==> config.mk <==
export PLATFORM = sky130hd
export DESIGN_NAME = nfc_sequencer
export DESIGN_NICKNAME = d
export VERILOG_FILES = /design/src/rtl/nfc_pkg.sv /design/src/rtl/nfc_regs.sv /design/src/rtl/nfc_seq_fsm.sv /design/src/rtl/nfc_pin_drv.sv /design/src/rtl/nfc_sequencer.sv
export SDC_FILE = /design/constraint.sdc
export NUM_CORES = 1
export LEC_CHECK = 0
export ABC_CLOCK_PERIOD_IN_PS = 2400
export BUFFER_PORTS_ARGS = -buffer_cell sky130_fd_sc_hd__buf_4
export CAP_MARGIN = 20
export CORE_ASPECT_RATIO = 0.8
export CORE_MARGIN = 2
export CORE_UTILIZATION = 35
export DETAILED_ROUTE_END_ITERATION = 8
export GPL_ROUTABILITY_DRIVEN = 0
export PLACE_DENSITY_LB_ADDON = 0.15
export SLEW_MARGIN = 10
export SYNTH_ARGS = -nofsm -noshare
export SYNTH_HDL_FRONTEND = slang
export SYNTH_HIERARCHICAL = 1
export SYNTH_SLANG_ARGS = --single-unit
==> constraint.sdc <==
create_clock -name clk -period 2.4 [get_ports clk]
set_input_delay 0.72 -clock clk [delete_from_list [all_inputs] [get_ports clk]]
set_output_delay 0.72 -clock clk [all_outputs]
set_load 0.05 [all_outputs]
==> src/rtl/nfc_pkg.sv <==
package nfc_pkg;

    localparam int CNT_W  = 16;
    localparam int HOST_W = 32;

    localparam logic [1:0] SEL_CTRL = 2'd0;
    localparam logic [1:0] SEL_ADDR = 2'd1;
    localparam logic [1:0] SEL_CMDS = 2'd2;

    typedef struct packed {
        logic [1:0] addr_len;
        logic       data_wr;
        logic       cmd2_en;
        logic       addr_en;
        logic       cmd1_en;
    } cfg_t;

    typedef enum logic [3:0] {
        ST_IDLE, ST_C1_LO, ST_C1_HI, ST_AD_LO, ST_AD_HI,
        ST_DT_FETCH, ST_DT_LO, ST_DT_HI, ST_C2_LO, ST_C2_HI
    } state_e;

    typedef enum logic [1:0] {PH_CMD1, PH_ADDR, PH_DATA, PH_CMD2} phase_e;

    function automatic cfg_t cfg_from_bits(input logic [5:0] b);
        cfg_t c;
        c.cmd1_en  = b[0];
        c.addr_en  = b[1];
        c.cmd2_en  = b[2];
        c.data_wr  = b[3];
        c.addr_len = b[5:4];
        return c;
    endfunction

    function automatic logic [7:0] cfg_to_byte(input cfg_t c);
        return {2'b00, c.addr_len, c.data_wr, c.cmd2_en, c.addr_en, c.cmd1_en};
    endfunction

    // First enabled stage at or after 'from'; later checks win (earlier stage).
    function automatic state_e phase_entry(input phase_e from, input cfg_t c,
                                           input logic data_left);
        state_e s;
        s = ST_IDLE;
        if (c.cmd2_en) s = ST_C2_LO;
        if (from <= PH_DATA && data_left) s = c.data_wr ? ST_DT_FETCH : ST_DT_LO;
        if (from <= PH_ADDR && c.addr_en) s = ST_AD_LO;
        if (from == PH_CMD1 && c.cmd1_en) s = ST_C1_LO;
        return s;
    endfunction

endpackage

==> src/rtl/nfc_regs.sv <==
module nfc_regs
    import nfc_pkg::*;
(
    input  logic                clk,
    input  logic                rst,
    input  logic                host_we,
    input  logic [1:0]          host_sel,
    input  logic [HOST_W-1:0]   host_wdata,
    output logic [HOST_W-1:0]   host_rdata,
    input  logic                busy,
    input  logic                go,
    input  logic                sector_mode,
    input  logic                sect_dec,
    output cfg_t                cfg,
    output logic [31:0]         addr,
    output logic [7:0]          cmd1,
    output logic [7:0]          cmd2,
    output logic [CNT_W-1:0]    sect_cnt
);

    cfg_t             cfg_q;
    logic [31:0]      addr_q;
    logic [7:0]       cmd1_q, cmd2_q;
    logic [CNT_W-1:0] cnt_q;
    logic             wr_ok;

    assign wr_ok = host_we && !busy;

    always_ff @(posedge clk) begin
        if (rst) begin
            cfg_q  <= '0;
            addr_q <= '0;
            cmd1_q <= '0;
            cmd2_q <= '0;
            cnt_q  <= '0;
        end else begin
            if (wr_ok) begin
                case (host_sel)
                    SEL_CTRL: begin
                        cfg_q <= cfg_from_bits(host_wdata[5:0]);
                        cnt_q <= host_wdata[8 +: CNT_W];
                    end
                    SEL_ADDR: addr_q <= host_wdata;
                    SEL_CMDS: begin
                        cmd1_q <= host_wdata[7:0];
                        cmd2_q <= host_wdata[15:8];
                    end
                    default: ;
                endcase
            end
            if (go && !sector_mode) begin
                cnt_q <= CNT_W'(1);
            end else if (sect_dec) begin
                cnt_q <= cnt_q - CNT_W'(1);
            end
        end
    end

    always_comb begin
        case (host_sel)
            SEL_CTRL: host_rdata = {{(HOST_W-8-CNT_W){1'b0}}, cnt_q, cfg_to_byte(cfg_q)};
            SEL_ADDR: host_rdata = addr_q;
            SEL_CMDS: host_rdata = {16'h0000, cmd2_q, cmd1_q};
            default:  host_rdata = '0;
        endcase
    end

    assign cfg      = cfg_q;
    assign addr     = addr_q;
    assign cmd1     = cmd1_q;
    assign cmd2     = cmd2_q;
    assign sect_cnt = cnt_q;

    AST_CNT_NO_WRAP: assert property (@(posedge clk) disable iff (rst)
        sect_dec |-> cnt_q != '0);
    AST_ADDR_HELD: assert property (@(posedge clk) disable iff (rst)
        busy |=> $stable(addr_q));
    AST_CNT_HELD: assert property (@(posedge clk) disable iff (rst)
        (busy && !sect_dec) |=> $stable(cnt_q));

endmodule

==> src/rtl/nfc_seq_fsm.sv <==
module nfc_seq_fsm
    import nfc_pkg::*;
#(
    parameter int SECTOR_BYTES = 4
) (
    input  logic             clk,
    input  logic             rst,
    input  logic             start,
    input  logic             sector_mode,
    input  cfg_t             cfg,
    input  logic [CNT_W-1:0] sect_cnt,
    input  logic [7:0]       wr_data,
    input  logic             wr_valid,
    output logic             wr_ready,
    output logic [7:0]       rd_data,
    output logic             rd_valid,
    input  logic             rd_ready,
    input  logic [7:0]       nf_io_in,
    output logic             go,
    output logic             sect_dec,
    output logic             busy,
    output logic             done,
    output state_e           state,
    output logic [1:0]       addr_idx,
    output logic [7:0]       wbuf
);

    localparam int BYTE_W = (SECTOR_BYTES > 1) ? $clog2(SECTOR_BYTES) : 1;
    localparam logic [BYTE_W-1:0] BYTE_LAST = BYTE_W'(SECTOR_BYTES - 1);

    state_e            st_q, nxt;
    logic [1:0]        aidx_q;
    logic [BYTE_W-1:0] bidx_q;
    logic [7:0]        wbuf_q, rbuf_q;
    logic              done_q;
    logic              data_start, data_left, byte_last, xfer;
    state_e            data_entry;

    assign go         = start && (st_q == ST_IDLE);
    assign data_start = sector_mode ? (sect_cnt != '0) : 1'b1;
    assign data_left  = sect_cnt != '0;
    assign byte_last  = bidx_q == BYTE_LAST;
    assign xfer       = (st_q == ST_DT_HI) && (cfg.data_wr || rd_ready);
    assign sect_dec   = xfer && byte_last;
    assign data_entry = cfg.data_wr ? ST_DT_FETCH : ST_DT_LO;

    always_comb begin
        nxt = st_q;
        unique case (st_q)
            ST_IDLE:     if (go) nxt = phase_entry(PH_CMD1, cfg, data_start);
            ST_C1_LO:    nxt = ST_C1_HI;
            ST_C1_HI:    nxt = phase_entry(PH_ADDR, cfg, data_left);
            ST_AD_LO:    nxt = ST_AD_HI;
            ST_AD_HI:    nxt = (aidx_q == cfg.addr_len) ?
                               phase_entry(PH_DATA, cfg, data_left) : ST_AD_LO;
            ST_DT_FETCH: if (wr_valid) nxt = ST_DT_LO;
            ST_DT_LO:    nxt = ST_DT_HI;
            ST_DT_HI: begin
                if (xfer) begin
                    if (!byte_last || sect_cnt > CNT_W'(1)) nxt = data_entry;
                    else nxt = phase_entry(PH_CMD2, cfg, 1'b0);
                end
            end
            ST_C2_LO:    nxt = ST_C2_HI;
            ST_C2_HI:    nxt = ST_IDLE;
            default:     nxt = ST_IDLE;
        endcase
    end

    always_ff @(posedge clk) begin
        if (rst) begin
            st_q   <= ST_IDLE;
            aidx_q <= '0;
            bidx_q <= '0;
            wbuf_q <= '0;
            rbuf_q <= '0;
            done_q <= 1'b0;
        end else begin
            st_q   <= nxt;
            done_q <= ((st_q != ST_IDLE) || go) && (nxt == ST_IDLE);
            if (st_q == ST_AD_HI) begin
                aidx_q <= (aidx_q == cfg.addr_len) ? 2'd0 : aidx_q + 2'd1;
            end
            if (xfer) begin
                bidx_q <= byte_last ? '0 : bidx_q + BYTE_W'(1);
            end
            if (st_q == ST_DT_FETCH && wr_valid) begin
                wbuf_q <= wr_data;
            end
            if (st_q == ST_DT_LO && !cfg.data_wr) begin
                rbuf_q <= nf_io_in;
            end
        end
    end

    assign wr_ready = st_q == ST_DT_FETCH;
    assign rd_valid = (st_q == ST_DT_HI) && !cfg.data_wr;
    assign rd_data  = rbuf_q;
    assign busy     = st_q != ST_IDLE;
    assign done     = done_q;
    assign state    = st_q;
    assign addr_idx = aidx_q;
    assign wbuf     = wbuf_q;

    AST_DONE_SINGLE: assert property (@(posedge clk) disable iff (rst)
        (done && !start) |=> !done);
    AST_DONE_NOT_BUSY: assert property (@(posedge clk) disable iff (rst)
        done |-> !busy);
    AST_ADDR_IDX_RANGE: assert property (@(posedge clk) disable iff (rst)
        (st_q == ST_AD_HI) |-> (aidx_q <= cfg.addr_len));
    AST_FETCH_ONLY_WRITE: assert property (@(posedge clk) disable iff (rst)
        wr_ready |-> cfg.data_wr);

endmodule

==> src/rtl/nfc_pin_drv.sv <==
module nfc_pin_drv
    import nfc_pkg::*;
(
    input  logic        clk,
    input  logic        rst,
    input  state_e      state,
    input  logic        data_wr,
    input  logic [31:0] addr,
    input  logic [1:0]  addr_idx,
    input  logic [7:0]  cmd1,
    input  logic [7:0]  cmd2,
    input  logic [7:0]  wbuf,
    output logic        nf_cle,
    output logic        nf_ale,
    output logic        nf_we_n,
    output logic        nf_re_n,
    output logic [7:0]  nf_io_out,
    output logic        nf_io_oe
);

    logic in_data;

    assign in_data  = (state == ST_DT_LO) || (state == ST_DT_HI);
    assign nf_cle   = (state == ST_C1_LO) || (state == ST_C1_HI) ||
                      (state == ST_C2_LO) || (state == ST_C2_HI);
    assign nf_ale   = (state == ST_AD_LO) || (state == ST_AD_HI);
    assign nf_we_n  = !((state == ST_C1_LO) || (state == ST_C2_LO) ||
                        (state == ST_AD_LO) || (state == ST_DT_LO && data_wr));
    assign nf_re_n  = !(state == ST_DT_LO && !data_wr);
    assign nf_io_oe = nf_cle || nf_ale || (in_data && data_wr);

    always_comb begin
        case (state)
            ST_C1_LO, ST_C1_HI: nf_io_out = cmd1;
            ST_C2_LO, ST_C2_HI: nf_io_out = cmd2;
            ST_AD_LO, ST_AD_HI: nf_io_out = addr[{addr_idx, 3'b000} +: 8];
            ST_DT_LO, ST_DT_HI: nf_io_out = data_wr ? wbuf : 8'h00;
            default:            nf_io_out = 8'h00;
        endcase
    end

    AST_CLE_ALE_EXCL: assert property (@(posedge clk) disable iff (rst)
        !(nf_cle && nf_ale));
    AST_WE_SINGLE: assert property (@(posedge clk) disable iff (rst)
        !nf_we_n |=> nf_we_n);
    AST_STROBE_EXCL: assert property (@(posedge clk) disable iff (rst)
        !(!nf_we_n && !nf_re_n));
    AST_BUS_FREE_READ: assert property (@(posedge clk) disable iff (rst)
        !nf_re_n |-> !nf_io_oe);

endmodule

==> src/rtl/nfc_sequencer.sv <==
module nfc_sequencer
    import nfc_pkg::*;
#(
    parameter int SECTOR_BYTES = 4
) (
    input  logic         clk,
    input  logic         rst,
    input  logic         host_we,
    input  logic [1:0]   host_sel,
    input  logic [31:0]  host_wdata,
    output logic [31:0]  host_rdata,
    input  logic         start,
    input  logic         sector_mode,
    output logic         busy,
    output logic         done,
    output logic [15:0]  sect_left,
    input  logic [7:0]   wr_data,
    input  logic         wr_valid,
    output logic         wr_ready,
    output logic [7:0]   rd_data,
    output logic         rd_valid,
    input  logic         rd_ready,
    output logic         nf_cle,
    output logic         nf_ale,
    output logic         nf_we_n,
    output logic         nf_re_n,
    output logic [7:0]   nf_io_out,
    output logic         nf_io_oe,
    input  logic [7:0]   nf_io_in
);

    cfg_t             cfg;
    logic [31:0]      addr;
    logic [7:0]       cmd1, cmd2, wbuf;
    logic [CNT_W-1:0] sect_cnt;
    logic             go, sect_dec, busy_i;
    state_e           state;
    logic [1:0]       addr_idx;

    nfc_regs u_regs (
        .clk         (clk),
        .rst         (rst),
        .host_we     (host_we),
        .host_sel    (host_sel),
        .host_wdata  (host_wdata),
        .host_rdata  (host_rdata),
        .busy        (busy_i),
        .go          (go),
        .sector_mode (sector_mode),
        .sect_dec    (sect_dec),
        .cfg         (cfg),
        .addr        (addr),
        .cmd1        (cmd1),
        .cmd2        (cmd2),
        .sect_cnt    (sect_cnt)
    );

    nfc_seq_fsm #(.SECTOR_BYTES(SECTOR_BYTES)) u_fsm (
        .clk         (clk),
        .rst         (rst),
        .start       (start),
        .sector_mode (sector_mode),
        .cfg         (cfg),
        .sect_cnt    (sect_cnt),
        .wr_data     (wr_data),
        .wr_valid    (wr_valid),
        .wr_ready    (wr_ready),
        .rd_data     (rd_data),
        .rd_valid    (rd_valid),
        .rd_ready    (rd_ready),
        .nf_io_in    (nf_io_in),
        .go          (go),
        .sect_dec    (sect_dec),
        .busy        (busy_i),
        .done        (done),
        .state       (state),
        .addr_idx    (addr_idx),
        .wbuf        (wbuf)
    );

    nfc_pin_drv u_pins (
        .clk       (clk),
        .rst       (rst),
        .state     (state),
        .data_wr   (cfg.data_wr),
        .addr      (addr),
        .addr_idx  (addr_idx),
        .cmd1      (cmd1),
        .cmd2      (cmd2),
        .wbuf      (wbuf),
        .nf_cle    (nf_cle),
        .nf_ale    (nf_ale),
        .nf_we_n   (nf_we_n),
        .nf_re_n   (nf_re_n),
        .nf_io_out (nf_io_out),
        .nf_io_oe  (nf_io_oe)
    );

    assign busy      = busy_i;
    assign sect_left = sect_cnt;

endmodule

==> results of run 1 <==
-- cell families (layout without fill, tap and decap cells) --
group	count (synthesis)	after routing
AO/OA/AOI/OAI	158	159
AND/OR/NAND/NOR	298	298
buffers and inverters	68	212
flip-flops	95	95
multiplexers	42	42
adder cells (fa/ha/maj)	2	2
XOR/XNOR	7	7
-- metrics by stage --
step                      hold WS, ps  total power [mW]  utilization
after CTS                         475              5.55        0.498
final                             470              5.80        0.511
after floorplan                   437              3.30            -
after detailed placement          460              3.98        0.468
after global routing              490              6.03        0.511
after global placement            458              3.95        0.468
-- synthesized netlist by cell type, types with 5 or more instances --
cell | n | area [um2]
a31oi_1 | 5 | 31.3
o21ai_1 | 15 | 75.1
nor3_1 | 10 | 50.1
inv_1 | 20 | 75.1
mux2i_1 | 34 | 340
a22oi_1 | 10 | 75.1
nor4_1 | 5 | 31.3
a21oi_1 | 81 | 405
nand3_1 | 24 | 120
clkbuf_1 | 29 | 109
nand2_1 | 159 | 597
buf_2 | 8 | 40.0
and2_1 | 12 | 75.1
nand2b_1 | 8 | 50.1
mux4_2 | 8 | 180
nor2_1 | 43 | 161
o211ai_2 | 8 | 100
dfxtp_1 | 95 | 1900
nor2b_1 | 6 | 37.5
a211oi_1 | 5 | 37.5
-- state kept, by name, indices dropped and copies added, names as in the netlist, 4 cells and up --
signal	flops
u_fsm/wbuf	8
u_regs/addr	32
u_regs/sect_cnt	16
u_fsm/state	4
u_regs/cmd1	8
u_regs/cmd2	8
u_regs/cfg	6
u_fsm/rd_data	8
-- power by group through the flow --
stage,combinational (mW),sequential (mW),clock [mW]
finish,2.44,1.86,1.50
floorplan,1.36,1.94,0
global placement,2.09,1.87,0
global route,2.59,1.87,1.57
CTS,2.20,1.84,1.51
detailed placement,2.11,1.87,0
-- worst paths after layout --
check                                            to  slack [ps]
worst min register to register        u_fsm/wbuf[2]         470
worst max-delay path                   nf_io_out[3]         -90
worst max register to register  u_regs/sect_cnt[14]         180
worst min-delay path                  u_fsm/wbuf[2]         470
-- timing repair --
| item | 4_1_cts | 5_1_grt |
|---|---|---|
| setup endpoints to repair | 12 | 29 |
| gates resized for setup | 31 | 27 |
| setup buffers | 1 | 5 |
| cloned | 2 | 2 |
| pin swaps | 2 | 8 |
-- metal layers --
metal	global-route usage	share of wire	vias up
met3	0.0546	0.080	19
li1	-	-	2627
met4	0.0420	0.0081	0
met2	0.355	0.45	273
met5	0	0	-
met1	0.348	0.46	2703
-- critical path: cells and delay by family (launching register included) --
kind	cells	cell delay (ps)
buffers and inverters	1	170
and+or+nand+nor	1	420
DFF	1	360
AOI/OAI and AO/OA	2	470
-- cell type report --
cell class	count	area share
Clock inverter	7	0.0112
Inverter	22	0.0115
Clock buffer	9	0.0305
Multi-Input combinational cell	508	0.452
Tap cell	184	0.0312
Timing Repair Buffer	174	0.204
Sequential cell	95	0.259
==> flow_summary.json, run 1 <==
{
  "dpl_cell_area_um2": 6760,
  "swShare": 0.396,
  "crit_path_start_kind": "register",
  "core_area_um2": 14400,
  "r2r_start": "u_fsm/state[0]",
  "finalCritPeriodShare": 1.04,
  "maxCapViolCount": 0,
  "gr-total-overflow": 0,
  "ys_ff_latch": 95,
  "grt_pass1_wl_um": 29300,
  "wl_per_cell_um": 19.3,
  "synth_top_family_by_area": "simple AND/OR/NAND/NOR gates",
  "skew_ps": 6.51,
  "synth-simple-area-share": 0.270,
  "startpoint": "u_fsm/state[2]",
  "rows": 39,
  "diodes": 0,
  "hp-start": "u_fsm/wbuf[2]",
  "antenna_found_initial": 0,
  "die_h_um": 113,
  "critPathRequiredTime_ps": 1680,
  "pin_count": 130,
  "intPower_mw": 3.50,
  "leakagePower_nw": 2.87,
  "port_buffers": 129,
  "power.switching_mw": 2.30,
  "synthXorXnorAreaFrac": 0.0117,
  "initial_core_util": 0.361,
  "cp-end-kind": "primary output",
  "regArea_um2": 1920,
  "status": "finished, violations left",
  "cts_buffer_depth": 2,
  "yosysSeqAreaShare": 0.364,
  "final_max_slew_viol_count": 0,
  "arrival_ps": 1770,
  "pwr-share-comb": 0.421,
  "hp-class": "reg2reg",
  "syn_area_per_cell_um2": 7.79,
  "syn_area_um2": 5220,
  "clkTransAtPathRegs_ps": 70,
  "cts.hold.buffers_added": 0,
  "p_clk_frac": 0.259,
  "timing.final.ws_setup_ps": -92.0,
  "nFillCells": 1387,
  "drc": 0,
  "viasPerCell": 5.63,
  "grt_usage": 0.236,
  "drive_above_1_share": 0.346,
  "synth_mux_area_frac": 0.0997,
  "grt_max_degree": 38,
  "clock_latency_ps": 350,
  "initialDrtViolationCount": 713,
  "violations": "setup timing",
  "synth_nets": 729,
  "vias": 5622,
  "seqPwrFrac": 0.321,
  "cp_max_fo": 5,
  "synth_fa_ha_area_frac": 0.00479,
  "cts_tree": "done",
  "fin_setup_tns_ps": -606,
  "synth_compound_area_frac": 0.193,
  "htree_num_levels": 3,
  "post-place-cells": 973,
  "crit_chain": "or3b_4, a21o_4, o211ai_4, buf_8",
  "worst_path_max_delay_cell": "or3b_4",
  "setup_viol_count_final": 8,
  "layout_commonest_cell": "nand2_1",
  "clock_sinks": 95,
  "max_freq_ghz": 0.401,
  "slowest_delay_ps": 420,
  "synthFlopType": "dfxtp_1",
  "crit_type": "reg2out",
  "die_x_um": 141,
  "layout_common_cells": "nand2_1 (159), buf_4 (151), dfxtp_1 (89), a21oi_1 (81), nor2_1 (34)",
  "ff2ff_path_depth": 8,
  "ys.warnings.count": 6,
  "ir_worst_vdd_uv": 409,
  "fin_nets": 869,
  "syn2layout_area_growth_pct": 41.5,
  "syn_inst": 670,
  "period_needed_ps": 2490,
  "tightest_slew_ps": 575,
  "yosys.cell_types.count": 69,
  "grt_pass1_vias": 5194,
  "multi_input_area_um2": 3340,
  "async_flop_share": 0,
  "dp.final_hpwl_um": 14100,
  "dr.pass1.iters": 5,
  "root_buffer": "clkbuf_16",
  "fin_area_um2": 7390,
  "min_path_cells": 2,
  "stdcell_count": 999,
  "slew_headroom": 0.616,
  "drtAntennaViolNets": 0,
  "synth-edff-count": 0,
  "hold_viol_final": 0,
  "power.density_nw_per_um2": 785,
  "die_area_um2": 15900,
  "numCtsBuffers": 9,
  "wl_um": 19300,
  "post-place-ws_ps": -108,
  "rsz0062_at_grt": "true"
}
Power figures use the tool's default switching activity.
==> inputs of run 2 (changes only) <==
- MAX_ROUTING_LAYER: default -> met4
- PLACE_DENSITY_LB_ADDON: 0.15 -> default
- TNS_END_PERCENT: default -> 10
==> flow_summary.json, run 2 (synthesis results as in run 1) <==
{
  "crit_type": "reg2out",
  "ir_worst_vdd_uv": 431,
  "skew_ps": 4.10,
  "cp_max_fo": 5,
  "port_buffers": 129,
  "drtAntennaViolNets": 0,
  "grt_pass1_vias": 5318,
  "wl_per_cell_um": 19.2,
  "grt_pass1_wl_um": 29200,
  "cts_setup_buffers": 0,
  "critPathRequiredTime_ps": 1680,
  "dr.pass1.iters": 5,
  "die_x_um": 141,
  "tightest_slew_ps": 490,
  "status": "finished, violations left",
  "slew_headroom": 0.672,
  "fin_nets": 863,
  "pwr-share-comb": 0.403,
  "leakagePower_nw": 2.84,
  "grt_max_degree": 46,
  "cp-end-kind": "primary output",
  "cts_tree": "done",
  "final_max_slew_viol_count": 0,
  "numCtsBuffers": 9,
  "initialDrtViolationCount": 523,
  "pin_count": 130,
  "grt_usage": 0.242,
  "root_buffer": "clkbuf_16",
  "dpl_cell_area_um2": 6690,
  "fin_util": 0.502,
  "timing.final.ws_setup_ps": -111,
  "hold_viol_final": 0,
  "total_power_mw": 5.67,
  "period_needed_ps": 2510,
  "drc": 0,
  "hp-class": "reg2reg",
  "diodes": 0,
  "finalCritPeriodShare": 1.05,
  "setup_viol_count_final": 8,
  "power.switching_mw": 2.17,
  "crit_path_start_kind": "register",
  "cts_buffer_depth": 2,
  "rsz0062_at_grt": "true",
  "antenna_found_initial": 0,
  "layout_commonest_cell": "nand2_1",
  "wl_um": 19100,
  "p_clk_frac": 0.271,
  "max_freq_ghz": 0.398,
  "die_area_um2": 15900,
  "layout_common_cells": "nand2_1 (159), buf_4 (139), dfxtp_1 (91), a21oi_1 (81)",
  "core_area_um2": 14400,
  "rows": 39,
  "clock_latency_ps": 350,
  "intPower_mw": 3.50,
  "drive_above_1_share": 0.316,
  "gr-total-overflow": 0,
  "seqPwrFrac": 0.326,
  "swShare": 0.382,
  "maxCapViolCount": 0,
  "arrival_ps": 1790,
  "clkTransAtPathRegs_ps": 60,
  "initial_core_util": 0.361,
  "fin_area_um2": 7250,
  "syn2layout_area_growth_pct": 38.8,
  "vias": 5577,
  "violations": "setup timing",
  "largest_reg_flops": 32,
  "htree_num_levels": 3,
  "die_h_um": 113,
  "dp.final_hpwl_um": 14100,
  "power.density_nw_per_um2": 782,
  "nFillCells": 1424,
  "clock_sinks": 95,
  "viasPerCell": 5.62
}
run 2: cell count changes in the layout (fill, tap and decap cells not counted), moves of 8 or more:
cell	before	now
and2_1	4	12
and2_2	8	0
buf_4	151	139
buf_6	11	19
nor2_2	3	11
nor2_4	8	0
run 2: timing repair:
action	in CTS	in global routing
resized for setup	39	14
pin swaps	11	3
cloned	2	1
hold buffers	0	0
endpoints found under the setup margin	25	26
run 2: layout make-up:
cell class / count / area [um2] / area share
well taps: 184 / 230 / 0.0318
inverters: 22 / 82.6 / 0.0114
multi-input cells: 508 / 3250 / 0.448
repair buffers: 168 / 1470 / 0.202
clock inverters: 4 / 70.1 / 0.00967
clock buffers: 11 / 243 / 0.0335
flip-flops and latches: 95 / 1910 / 0.263
run 2: per-stage QoR:
step / std cells / setup WS, ps / hold WS (ps) / TNS [ps]
2_1_floorplan: 670 / -91.9 / 437 / -1960
3_3_place_gp: 974 / -38.0 / 455 / -285
3_5_place_dp: 974 / -71.3 / 451 / -669
4_1_cts: 991 / -79.5 / 471 / -640
5_1_grt: 992 / -158 / 490 / -1130
6_report: 992 / -111 / 472 / -685
run 2: path summary, 6_finish.rpt:
check                                        start              end  slack (ps)  depth (start not counted)
worst max register to register  u_regs/sect_cnt[8]       u_fsm/done         300                          6
worst max-delay path                u_fsm/state[1]     nf_io_out[0]        -110                          4
worst min register to register     u_regs/addr[27]  u_regs/addr[27]         470                          2
worst min-delay path               u_regs/addr[27]  u_regs/addr[27]         470                          2
run 2: critical path: stages (launching register included):
cell      delay (ps)
dfxtp_2          340
or3b_4           410
a21o_4           290
o211ai_4         210
buf_6            190
run 2: power groups by stage:
stage	Sequential (mW)	Combinational (mW)	Clock, mW
floorplan	1.94	1.34	0
global placement	1.86	2.07	0
detailed placement	1.86	2.11	0
CTS	1.84	2.24	1.56
global route	1.86	2.42	1.62
finish	1.84	2.29	1.53
run 2: metal layers:
layer  vias up  GRT usage  routed length [um]
met5         -          -                   0
met4         0     0.0560                 202
met3        18     0.0478                1500
met2       260      0.365                8720
met1      2693      0.337                8650
li1       2606          -                   -
==> inputs of run 3 (changes only) <==
- CORE_ASPECT_RATIO: 0.8 -> 0.7
- PLACE_DENSITY: default -> 0.57
==> flow_summary.json, run 3 (synthesis results as in run 1) <==
{
  "cts_buffer_depth": 2,
  "final.hold.worst_slack_ps": 469,
  "critPathRequiredTime_ps": 1680,
  "initial_core_util": 0.357,
  "worst_path_max_delay_cell": "or3b_4",
  "arrival_ps": 1790,
  "slowest_delay_ps": 420,
  "drc": 0,
  "drive_above_1_share": 0.324,
  "hp-class": "reg2reg",
  "cts_tree": "done",
  "grt_max_degree": 47,
  "leakagePower_nw": 2.91,
  "port_buffers": 129,
  "hold_viol_final": 0,
  "rows": 37,
  "crit_family": "compound AO/OA/AOI/OAI gates",
  "final_max_slew_viol_count": 0,
  "rsz0062_at_grt": "true",
  "antenna_found_initial": 0,
  "tightest_slew_ps": 540,
  "clock_sinks": 95,
  "die_h_um": 106,
  "power.density_nw_per_um2": 778,
  "skew_ps": 14.4,
  "initialDrtViolationCount": 502,
  "grt_pass1_wl_um": 29900,
  "drtAntennaViolNets": 0,
  "wl_um": 19300,
  "cp-end-kind": "primary output",
  "dpl_cell_area_um2": 6740,
  "finalCritPeriodShare": 1.05,
  "core_area_um2": 14600,
  "gr-total-overflow": 0,
  "grt_pass1_vias": 5301,
  "crit_path_start_kind": "register",
  "fin_nets": 877,
  "setup_viol_count_final": 8,
  "root_buffer": "clkbuf_16",
  "cp_max_fo": 5,
  "layout_common_cells": "buf_4 (159), nand2_1 (159), dfxtp_1 (90), a21oi_1 (81), mux2i_1 (34)",
  "die_area_um2": 15900,
  "die_x_um": 150,
  "regArea_um2": 1910,
  "grt_usage": 0.251,
  "crit_buf_inv": 1,
  "syn2layout_area_growth_pct": 39.8,
  "timing.final.ws_setup_ps": -112,
  "clock_latency_ps": 350,
  "violations": "setup timing",
  "crit_chain": "or3b_4, a21o_4, o211ai_4, buf_6",
  "vias": 5607,
  "max_freq_ghz": 0.398,
  "clkTransAtPathRegs_ps": 70,
  "wl_per_cell_um": 18.9,
  "timing.reg2reg.setup_slack_ps": 220,
  "period_needed_ps": 2510,
  "slew_headroom": 0.639,
  "viasPerCell": 5.51,
  "diodes": 0,
  "numCtsBuffers": 9,
  "nFillCells": 1445,
  "pin_count": 130,
  "dp.final_hpwl_um": 14600,
  "multi_input_area_um2": 3230,
  "fin_area_um2": 7300,
  "dr.pass1.iters": 5,
  "maxCapViolCount": 0,
  "ir_worst_vdd_uv": 380,
  "cts.hold.buffers_added": 0,
  "largest_reg_flops": 32,
  "status": "finished, violations left",
  "htree_num_levels": 3,
  "crit_type": "reg2out"
}
## run 3: cell types whose count changed in the layout (fill, tap and decap cells not counted), moves of 2 or more
cell,delta
a22oi_2,-3
buf_12,-2
nor2b_2,+2
buf_6,-4
buf_4,+20
a22oi_1,+3
inv_1,+2
inv_2,-3
## run 3: area by class of cell
type | count | share of cell area
multi-input cells | 508 | 0.443
inverters | 22 | 0.0117
repair buffers | 182 | 0.211
clock inverters | 5 | 0.00788
flip-flops and latches | 95 | 0.262
clock buffers | 11 | 0.0319
well taps | 195 | 0.0334
## run 3: worst paths after layout
check / startpoint / endpoint / cells past startpoint
worst max-delay path: u_fsm/state[2] / nf_io_out[7] / 4
worst min register to register: u_fsm/wbuf[5] / u_fsm/wbuf[5] / 2
worst max register to register: u_fsm/state[0] / u_regs/sect_cnt[10] / 10
worst min-delay path: u_fsm/wbuf[5] / u_fsm/wbuf[5] / 2
## run 3: worst min-delay path: cells and delay by family (launching register included)
| family | cells | cell delay (ps) |
|---|---|---|
| flip-flops | 1 | 310 |
| AND/OR/NAND/NOR | 1 | 60 |
| AO/OA/AOI/OAI | 1 | 50 |
## run 3: what timing repair did
action / CTS / global route
cloned: 4 / 0
setup endpoints to repair: 12 / 30
hold endpoints to repair: 0 / 0
gates resized for setup: 41 / 7
pin swaps: 9 / 2
setup buffers: 4 / 0
## run 3: routing by layer
metal | vias up | track usage | share of wire
li1 | 2642 | - | -
met1 | 2665 | 0.361 | 0.46
met2 | 270 | 0.360 | 0.43
met3 | 30 | 0.0476 | 0.094
met4 | 0 | 0.0660 | 0.018
met5 | - | - | 0
## run 3: report_power, final
| group | internal, mW | leakage (nW) | switching [mW] |
|---|---|---|---|
| Clock | 0.811 | 0.144 | 0.621 |
| Sequential | 1.70 | 0.772 | 0.140 |
| Combinational | 0.978 | 1.99 | 1.43 |
| Total | 3.49 | 2.91 | 2.19 |
## run 3: per-stage QoR
step | TNS, ps | setup WS [ps] | utilization | std cells | total power [mW]
6_report | -648 | -112 | 0.499 | 1018 | 5.68
5_1_grt | -1090 | -153 | 0.499 | 1018 | 5.94
4_1_cts | -611 | -89.9 | 0.498 | 1018 | 5.66
3_5_place_dp | 0 | 19.7 | 0.461 | 994 | 3.97
3_3_place_gp | 0 | 2.05 | 0.461 | 994 | 3.95
2_1_floorplan | -1960 | -91.9 | - | 670 | 3.29
